===== src/rtl/quadpel_pkg.sv =====
package quadpel_pkg;

    // Lane geometry
    localparam int LANES  = 4;
    localparam int PIX_W  = 8;
    localparam int WORD_W = LANES * PIX_W;
    localparam int WIN_W  = 2 * WORD_W;
    localparam int OFF_W  = $clog2(LANES);
    localparam int SEL_W  = $clog2(2 * LANES);
    localparam int ROWS   = 2;

    typedef enum logic [1:0] {
        MODE_COPY = 2'd0,
        MODE_HORZ = 2'd1,
        MODE_VERT = 2'd2,
        MODE_QUAD = 2'd3
    } interp_mode_e;

    typedef logic [WORD_W-1:0] pword_t;

    typedef struct packed {
        logic         valid;
        interp_mode_e mode;
        logic         rc;
        pword_t       a;   // row 0, position x
        pword_t       b;   // row 0, position x+1
        pword_t       c;   // row 1, position x
        pword_t       d;   // row 1, position x+1
    } op_stage_t;

    // Replicate one lane pattern across the packed word
    function automatic pword_t lane_rep(input logic [PIX_W-1:0] pat);
        pword_t r;
        r = '0;
        for (int ln = 0; ln < LANES; ln++) begin
            r[ln*PIX_W +: PIX_W] = pat;
        end
        return r;
    endfunction

    localparam logic [PIX_W-1:0] PAT_LSB1  = PIX_W'(1);
    localparam logic [PIX_W-1:0] PAT_LSB2  = PIX_W'(3);
    localparam logic [PIX_W-1:0] PAT_TOP7  = {1'b0, {(PIX_W-1){1'b1}}};
    localparam logic [PIX_W-1:0] PAT_TOP6  = {2'b00, {(PIX_W-2){1'b1}}};

    localparam pword_t MASK_LSB1 = lane_rep(PAT_LSB1);
    localparam pword_t MASK_LSB2 = lane_rep(PAT_LSB2);
    localparam pword_t MASK_SH1  = lane_rep(PAT_TOP7);
    localparam pword_t MASK_SH2  = lane_rep(PAT_TOP6);

    // Select one pixel out of a two-word window
    function automatic logic [PIX_W-1:0] pick_pix(input logic [WIN_W-1:0] win,
                                                  input logic [SEL_W-1:0] idx);
        logic [PIX_W-1:0] r;
        r = '0;
        for (int j = 0; j < 2 * LANES; j++) begin
            if (SEL_W'(j) == idx) begin
                r = win[j*PIX_W +: PIX_W];
            end
        end
        return r;
    endfunction

endpackage


===== src/rtl/quadpel_align.sv =====
module quadpel_align
    import quadpel_pkg::*;
(
    input  logic [WORD_W-1:0] lo,
    input  logic [WORD_W-1:0] hi,
    input  logic [OFF_W-1:0]  offset,
    output logic [WORD_W-1:0] cur,
    output logic [WORD_W-1:0] nxt
);

    logic [WIN_W-1:0] win;
    assign win = {hi, lo};

    // Little-endian byte pick: lane i takes window byte offset+i (and +1)
    for (genvar ln = 0; ln < LANES; ln++) begin : g_lane
        logic [SEL_W-1:0] idx_cur;
        logic [SEL_W-1:0] idx_nxt;

        assign idx_cur = SEL_W'(offset) + SEL_W'(ln);
        assign idx_nxt = idx_cur + SEL_W'(1);

        assign cur[ln*PIX_W +: PIX_W] = pick_pix(win, idx_cur);
        assign nxt[ln*PIX_W +: PIX_W] = pick_pix(win, idx_nxt);
    end

endmodule


===== src/rtl/quadpel_avg2.sv =====
module quadpel_avg2
    import quadpel_pkg::*;
(
    input  pword_t a,
    input  pword_t b,
    input  logic   rc,
    output pword_t y
);

    pword_t half_a;
    pword_t half_b;
    pword_t carry_in;

    // Halve each lane without letting bits fall into the lane below
    assign half_a = (a >> 1) & MASK_SH1;
    assign half_b = (b >> 1) & MASK_SH1;

    // Rounding bit from the discarded LSBs: OR rounds up ties, AND rounds down
    assign carry_in = rc ? (a & b & MASK_LSB1) : ((a | b) & MASK_LSB1);

    // Each lane sum stays at or below the lane maximum, so no carry escapes
    assign y = half_a + half_b + carry_in;

endmodule


===== src/rtl/quadpel_avg4.sv =====
module quadpel_avg4
    import quadpel_pkg::*;
(
    input  pword_t a,
    input  pword_t b,
    input  pword_t c,
    input  pword_t d,
    input  logic   rc,
    output pword_t y
);

    pword_t upper_sum;
    pword_t lower_sum;
    pword_t bias;

    // Upper bits, pre-divided by four; each lane peaks at 4 * max/4
    assign upper_sum = ((a >> 2) & MASK_SH2) + ((b >> 2) & MASK_SH2)
                     + ((c >> 2) & MASK_SH2) + ((d >> 2) & MASK_SH2);

    // Rounding bias is 2 - rc per lane
    assign bias = rc ? MASK_LSB1 : (MASK_LSB1 << 1);

    // Two LSBs of each operand plus bias; per lane at most 4*3+2 = 14
    assign lower_sum = (a & MASK_LSB2) + (b & MASK_LSB2)
                     + (c & MASK_LSB2) + (d & MASK_LSB2) + bias;

    // Quarter of the low part joins the high part; bits shifted in from above are masked
    assign y = upper_sum + ((lower_sum >> 2) & MASK_LSB2);

endmodule


===== src/rtl/quadpel_interp.sv =====
module quadpel_interp
    import quadpel_pkg::*;
(
    input  logic        clk,
    input  logic        rst,
    input  logic        in_valid,
    input  logic [31:0] in_row0_lo,
    input  logic [31:0] in_row0_hi,
    input  logic [31:0] in_row1_lo,
    input  logic [31:0] in_row1_hi,
    input  logic [1:0]  in_offset,
    input  logic [1:0]  in_mode,
    input  logic        in_rc,
    output logic        out_valid,
    output logic [31:0] out_pix
);

    pword_t row_lo  [ROWS];
    pword_t row_hi  [ROWS];
    pword_t row_cur [ROWS];
    pword_t row_nxt [ROWS];

    assign row_lo[0] = in_row0_lo;
    assign row_hi[0] = in_row0_hi;
    assign row_lo[1] = in_row1_lo;
    assign row_hi[1] = in_row1_hi;

    // Stage 1: realign each row pair
    for (genvar r = 0; r < ROWS; r++) begin : g_row
        quadpel_align u_align (
            .lo     (row_lo[r]),
            .hi     (row_hi[r]),
            .offset (in_offset),
            .cur    (row_cur[r]),
            .nxt    (row_nxt[r])
        );
    end

    op_stage_t ops_d;
    op_stage_t ops_q;

    always_comb begin
        ops_d.valid = in_valid;
        ops_d.mode  = interp_mode_e'(in_mode);
        ops_d.rc    = in_rc;
        ops_d.a     = row_cur[0];
        ops_d.b     = row_nxt[0];
        ops_d.c     = row_cur[1];
        ops_d.d     = row_nxt[1];
    end

    always_ff @(posedge clk) begin
        if (rst) begin
            ops_q <= '0;
        end else begin
            ops_q <= ops_d;
        end
    end

    // Stage 2: lane-safe averaging
    pword_t horz_y;
    pword_t vert_y;
    pword_t quad_y;
    pword_t result;

    quadpel_avg2 u_horz (
        .a  (ops_q.a),
        .b  (ops_q.b),
        .rc (ops_q.rc),
        .y  (horz_y)
    );

    quadpel_avg2 u_vert (
        .a  (ops_q.a),
        .b  (ops_q.c),
        .rc (ops_q.rc),
        .y  (vert_y)
    );

    quadpel_avg4 u_quad (
        .a  (ops_q.a),
        .b  (ops_q.b),
        .c  (ops_q.c),
        .d  (ops_q.d),
        .rc (ops_q.rc),
        .y  (quad_y)
    );

    always_comb begin
        unique case (ops_q.mode)
            MODE_COPY: result = ops_q.a;
            MODE_HORZ: result = horz_y;
            MODE_VERT: result = vert_y;
            MODE_QUAD: result = quad_y;
            default:   result = ops_q.a;
        endcase
    end

    logic   vld_q;
    pword_t pix_q;

    always_ff @(posedge clk) begin
        if (rst) begin
            vld_q <= 1'b0;
            pix_q <= '0;
        end else begin
            vld_q <= ops_q.valid;
            if (ops_q.valid) begin
                pix_q <= result;
            end
        end
    end

    assign out_valid = vld_q;
    assign out_pix   = pix_q;

endmodule


===== config.mk =====
export PLATFORM = sky130hd
export DESIGN_NAME = quadpel_interp
export DESIGN_NICKNAME = d
export VERILOG_FILES = /design/src/rtl/quadpel_pkg.sv /design/src/rtl/quadpel_align.sv /design/src/rtl/quadpel_avg2.sv /design/src/rtl/quadpel_avg4.sv /design/src/rtl/quadpel_interp.sv
export SDC_FILE = /design/constraint.sdc
export NUM_CORES = 1
export LEC_CHECK = 0
export CAP_MARGIN = 5
export CORE_MARGIN = 2
export CORE_UTILIZATION = 25
export DETAILED_ROUTE_END_ITERATION = 16
export MAX_ROUTING_LAYER = met4
export PLACE_DENSITY_LB_ADDON = 0.3
export SYNTH_ARGS = -nofsm -noshare
export SYNTH_HDL_FRONTEND = slang
export SYNTH_SLANG_ARGS = --single-unit

===== constraint.sdc =====
create_clock -name clk -period 9.5 [get_ports clk]
set_clock_uncertainty 0.1 [all_clocks]
set_input_delay 1.425 -clock clk [delete_from_list [all_inputs] [get_ports clk]]
set_output_delay 1.425 -clock clk [all_outputs]
set_load 0.05 [all_outputs]

======== Yosys cells after proc, flatten, opt, wreduce, memory -nomap -nowiden ========
Index checks and enable logic that the tools add are counted.
word-level totals
  flip-flop bits (word level) ............. 165
  input bits .............................. 136
  logic and storage cells ................. 195
operators by class
  $add $sub $neg .......................... 18
  equal/unequal tests ..................... 48
  multiplexer cells ....................... 108
  bitwise logic cells ..................... 4
  reductions and logical operators ........ 8
operators by type and width
  operator                                                        count
  8-bit two-way mux                                               104
  32-bit case mux with 4 select lines                             1
  3-bit == test, first input constant                             24
  31-bit by 31-bit adder with 32-bit output                       2
  32-bit by 25-bit adder with 32-bit output                       2
  28-bit by 26-bit adder with 28-bit output                       2
  25-bit AND                                                      2
  25-bit two-way mux                                              2
  25-bit OR                                                       2
  2-bit by 3-bit == test with 1-bit output, first input constant  12
  31-bit by 30-bit adder with 32-bit output                       1
  32-bit by 26-bit adder with 32-bit output                       1
  32-bit by 30-bit adder with 32-bit output                       1
  30-bit by 30-bit adder with 31-bit output                       1
  27-bit by 26-bit adder with 28-bit output                       1
  26-bit by 26-bit adder with 27-bit output                       1
  26-bit two-way mux                                              1
  3-bit zero test                                                 7
  1-bit by 3-bit == test with 1-bit output, first input constant  6
  3-bit by 1-bit adder with 3-bit output, second input constant   3
  2-bit by 2-bit adder with 3-bit output, second input constant   2
  2-bit == test, first input constant                             2
  2-bit == test, second input constant                            2
  2-bit by 1-bit adder with 3-bit output, second input constant   1
  3 further kinds                                                 3

======== Longest topological paths before layout ========
  word-level depth ........................ 11
  depth in mapped cells ................... 21

======== Modules after synthesis ========
A second synthesis with hierarchy kept.
unflattened totals
  cell total of the unflattened synthesis .. 1653
  area, all modules ....................... 15845.2 sq um
by module, submodules not included
  module          instances  cells each  area an instance (sq um)
  quadpel_interp  1          463         5818.1
  quadpel_avg2    2          227         1820.5
  quadpel_avg4    1          364         3505.9
  quadpel_align   2          186         1440.1

======== Worst setup path before layout ========
OpenSTA, ideal clock, no wires.
  path kind ............................... register -> register
  start point ............................. register ops_q[41] (netlist bit)
  end point ............................... register pix_q[17] (netlist: out_pix[17])
  setup time .............................. 0.086 ns
  arrival time ............................ 5.553 ns
  data required time ...................... 9.314 ns
  path slack .............................. 3.762 ns
  stages on the path, launching flop included .. 21
  buffers on the path ..................... 0
  period minus slack after synthesis ...... 5.738 ns
  cells stage by stage .................... dfxtp_1 fa_1 inv_1 fa_1 inv_1 fa_1 nand3_1 fa_1 xor2_1 fa_1 inv_1 ha_1 fa_1 a21oi_1 o21ai_2 a31oi_2 o21ai_1 or2_2 xnor2_1 mux4_2 a211oi_1
between the ends
  longest elaborated chain between the ends .. 5
RTL lines
  element                                                 RTL line               source
  start, declared                                         quadpel_interp.sv:40   op_stage_t ops_q;
  start signal, assigned                                  quadpel_interp.sv:56   ops_q <= ops_d;
  27-bit by 26-bit adder with 28-bit output               quadpel_avg4.sv:25     + (c & MASK_LSB2) + (d & MASK_LSB2) + bias;
  28-bit by 26-bit adder with 28-bit output (2 in a row)  quadpel_avg4.sv:25
  32-bit by 26-bit adder with 32-bit output               quadpel_avg4.sv:28     assign y = upper_sum + ((lower_sum >> 2) & MASK_LSB2);
  32-bit case mux with 4 select lines *                   quadpel_interp.sv:90   unique case (ops_q.mode)
  end signal, assigned                                    quadpel_interp.sv:109  pix_q <= result;
  end, declared                                           quadpel_interp.sv:100  pword_t pix_q;
Every way passes the cells marked *; elsewhere a longest branch is shown, timed or not.
A chain may end at the register's enable or synchronous reset.

======== Worst setup path in the final report ========
Same ends and word-level chain as after synthesis.

==> run metrics <==
outcome=complete, no violations; area added between synthesis and finish=21.4%; Min Clock Period, post-route=roughly 6.1 ns; Clock Latency Late Sink=0.45 ns; count of yosys warnings during synthesis=0; maximum number of buffers from clock root to sink=2; Num CTS Buffers=17; final worst path period share=about 64%; wire length of the first global-routing pass=between 70000 and 80000 µm; setup repair after global routing missed its margin=no; switching power share of the total=around two fifths; post-detailed-route count of antenna-violating nets=0; area of the placeable core=~54000 µm²; share of post-route cells with drive strength above 1=8.13%; Rows=85; Max rail drop VDD=between 80 and 90 µV; post-layout worst setup margin=between 3 and 4 ns; clock root buffer=sky130_fd_sc_hd__clkbuf_16; crit path kind=flip-flop to flip-flop; Final Max Slew Viols=0; summed instance area of the synthesized netlist=roughly 14000 µm²; first drt pass iteration count=5; Filler Cell Count=5635; type of destination of the critical path=flip-flop; internal power summed over all cells=between 1.5 and 2 mW; pin count of the biggest net entering global routing=80; number of flops mapped to enable cells by yosys=0; worst hold-check path type=flip-flop to flip-flop; share of flip-flops with an asynchronous set or reset=0%; H-tree levels=4; clock group share of total power=between 20% and 30%; area enclosed by the die boundary=about 56000 µm²; via count of the first global-routing pass=around 12000; initial core utilization=between 20% and 30%; data arrival time of the worst path=between 6 and 7 ns; antenna diode instance count=0; worst reg-to-reg path cell count=20; portion of total power attributed to sequential cells=about a quarter; Hold-fix buffers, CTS=0; net switching component of the power=between 1 and 1.5 mW; Avg Inst Size Synth=a little over 9 µm²; clock tree from TritonCTS=done; total congestion overflow=0; startpoint kind of the worst setup timing path=flip-flop; areal power density over the cells=about 160 nW/µm²; Setup Viol. Count Final=0; Routed Wire Length=approximately 50000 µm; drc violations=0; clock tree sinks=133; Seq/Total Area, Yosys=about a fifth; total power=about 2.7 mW; hold depth=2; register bit count reported by yosys=133; cells resized by post-CTS repair=0; vias after detailed routing=roughly 12000; Setup Total Neg Slack=0 ns; max frequency=164 MHz; final standard cell utilization of the core=between 30 and 40%; ys flop type=sky130_fd_sc_hd__dfxtp_1; io pins=169; routability-driven placement congestion ratio=0.922; number of max-cap violations=0; standby leakage power=7.05 nW; worst reg-to-reg setup slack=roughly 3.4 ns; number of library cell types mapped by synthesis=a little under 80; initial antenna violation count=0; drt initial violations=a little under 900; quantity of I/O buffers inserted on ports=around 170; maximum fanout along the worst path=4; half-perimeter wire length of the detailed placement result=41200 µm; Worst slew margin=a little under a third; height of the die=~240 µm; Tightest Pin Transition=1.04 ns; Mapped Nets=1833; clock-pin slew on the worst setup and hold paths=~0.070 ns; overall routing resource usage=between 10% and 20%; endpoint required time on the critical path=9.76 ns; combinational cell fraction of total power=51.0%; number of hold violations in the final report=0; post-CTS setup-driven buffer insertion count=0; number of nets in the layout=1960; horizontal die dimension=about 240 µm; post-synthesis cell count=~1500; post-placement setup slack=3.36 ns; per-cell via count in the routed design=a little over 5; average wire per standard cell=between 20 and 25 µm
[synthesized netlist by cell type (all sizes together) (9+ instances only)]
cell type / instances / area (µm²)
a211oi: 61 / 463
a21o: 32 / 240
a21oi: 68 / 352
a31oi: 13 / 103
and3: 15 / 93.8
buf: 21 / 85.1
clkbuf: 50 / 188
dfxtp: 133 / 2660
fa: 79 / 1580
ha: 158 / 1980
inv: 77 / 289
mux2: 17 / 191
mux2i: 67 / 671
mux4: 46 / 1040
nand2: 98 / 368
nand2b: 11 / 68.8
nand3: 25 / 125
nor2: 121 / 454
nor2b: 53 / 332
nor3: 20 / 100
o211ai: 21 / 158
o21ai: 81 / 417
o21bai: 9 / 67.6
xnor2: 48 / 420
xor2: 31 / 272
[metal layers]
layer  vias up  part of all wire [%]  GRT usage, %  wire, µm
met5         -                     0             -         0
met4         0                   4.0          8.25      1990
met3        76                   4.8          1.85      2370
met2       425                    44          27.5     21800
met1      5686                    47          24.8     23600
li1       5562                     -             -         -
[worst max-delay path, cell delays in order (launching register included)]
cell and delay [ns]:
sky130_fd_sc_hd__dfxtp_1 0.36, sky130_fd_sc_hd__fa_1 0.54, sky130_fd_sc_hd__inv_1 0.05, sky130_fd_sc_hd__fa_1 0.47, sky130_fd_sc_hd__inv_1 0.05, sky130_fd_sc_hd__fa_1 0.47, sky130_fd_sc_hd__nand3_1 0.10, sky130_fd_sc_hd__fa_1 0.46
sky130_fd_sc_hd__xor2_1 0.19, sky130_fd_sc_hd__fa_1 0.53, sky130_fd_sc_hd__inv_1 0.04, sky130_fd_sc_hd__ha_1 0.23, sky130_fd_sc_hd__fa_1 0.49, sky130_fd_sc_hd__a21oi_1 0.26, sky130_fd_sc_hd__o21ai_2 0.12, sky130_fd_sc_hd__a31oi_2 0.31
sky130_fd_sc_hd__o21ai_1 0.13, sky130_fd_sc_hd__or2_2 0.29, sky130_fd_sc_hd__xnor2_1 0.12, sky130_fd_sc_hd__mux4_2 0.46, sky130_fd_sc_hd__a211oi_1 0.23
[power by group through the flow]
| stage | combinational, mW | sequential (mW) | clock [mW] |
|---|---|---|---|
| 2_1_floorplan | 0.938 | 0.690 | 0 |
| 3_3_place_gp | 1.35 | 0.696 | 0 |
| 3_5_place_dp | 1.36 | 0.696 | 0 |
| 4_1_cts | 1.37 | 0.683 | 0.657 |
| 5_1_grt | 1.53 | 0.689 | 0.677 |
| 6_report | 1.38 | 0.682 | 0.645 |
[path summary, 6_finish.rpt]
kind                    start     endpoint
setup / recovery    ops_q[41]  out_pix[17]
hold reg to reg   out_pix[15]  out_pix[15]
setup reg to reg    ops_q[41]  out_pix[17]
hold / removal    out_pix[15]  out_pix[15]
[logic make-up (layout without fill, tap and decap cells)]
kind of cell | after synthesis | in the layout | synth area share [%]
buf+inv | 149 | 288 | 4.15
flops | 133 | 133 | 19.6
xor+xnor | 79 | 79 | 5.08
compound gates | 349 | 349 | 17.6
mux | 130 | 130 | 13.9
fa+ha+maj | 240 | 240 | 26.4
simple gates | 380 | 380 | 13.3
[stage by stage]
step,std cells,area [µm²],hold slack (ns)
floorplan,1460,13600,0.439
finish,2295,16500,0.370
global placement,2264,16000,0.348
global route,2295,16500,0.400
CTS,2295,16500,0.376
detailed placement,2264,16000,0.360
[state kept, by name, indices dropped and copies added (netlist names)]
name and count:
out_pix 32, out_valid 1, ops_q 100
[final cells by class]
cell class                      instances  area (µm²)  share of cell area, %
Tap cell                              696         871                   5.27
Timing Repair Buffer                  179        1750                   10.6
Clock buffer                           18         429                   2.60
Multi-Input combinational cell       1178       10400                   62.9
Sequential cell                       133        2660                   16.1
Clock inverter                         13         125                  0.757
Inverter                               78         293                   1.77
[cells in the final DEF, fill, tap and decap left out, drive strengths merged, types with 6 or more instances in the layout]
| master | count |
|---|---|
| mux4 | 46 |
| mux2 | 17 |
| xor2 | 31 |
| a211oi | 61 |
| ha | 158 |
| o21ai | 81 |
| nor2 | 121 |
| clkdlybuf4s50 | 165 |
| o31ai | 7 |
| mux2i | 67 |
| a21oi | 68 |
| nor3 | 20 |
| a31oi | 13 |
| and3 | 15 |
| o21bai | 9 |
| a21o | 32 |
| clkbuf | 18 |
| xnor2 | 48 |
| nand2b | 11 |
| buf | 14 |
| nand2 | 98 |
| fa | 79 |
| nand3 | 25 |
| inv | 81 |
| dfxtp | 133 |
| nor2b | 53 |
| o211ai | 21 |
| and2 | 6 |
No activity file was read; power rests on OpenSTA's default activity.
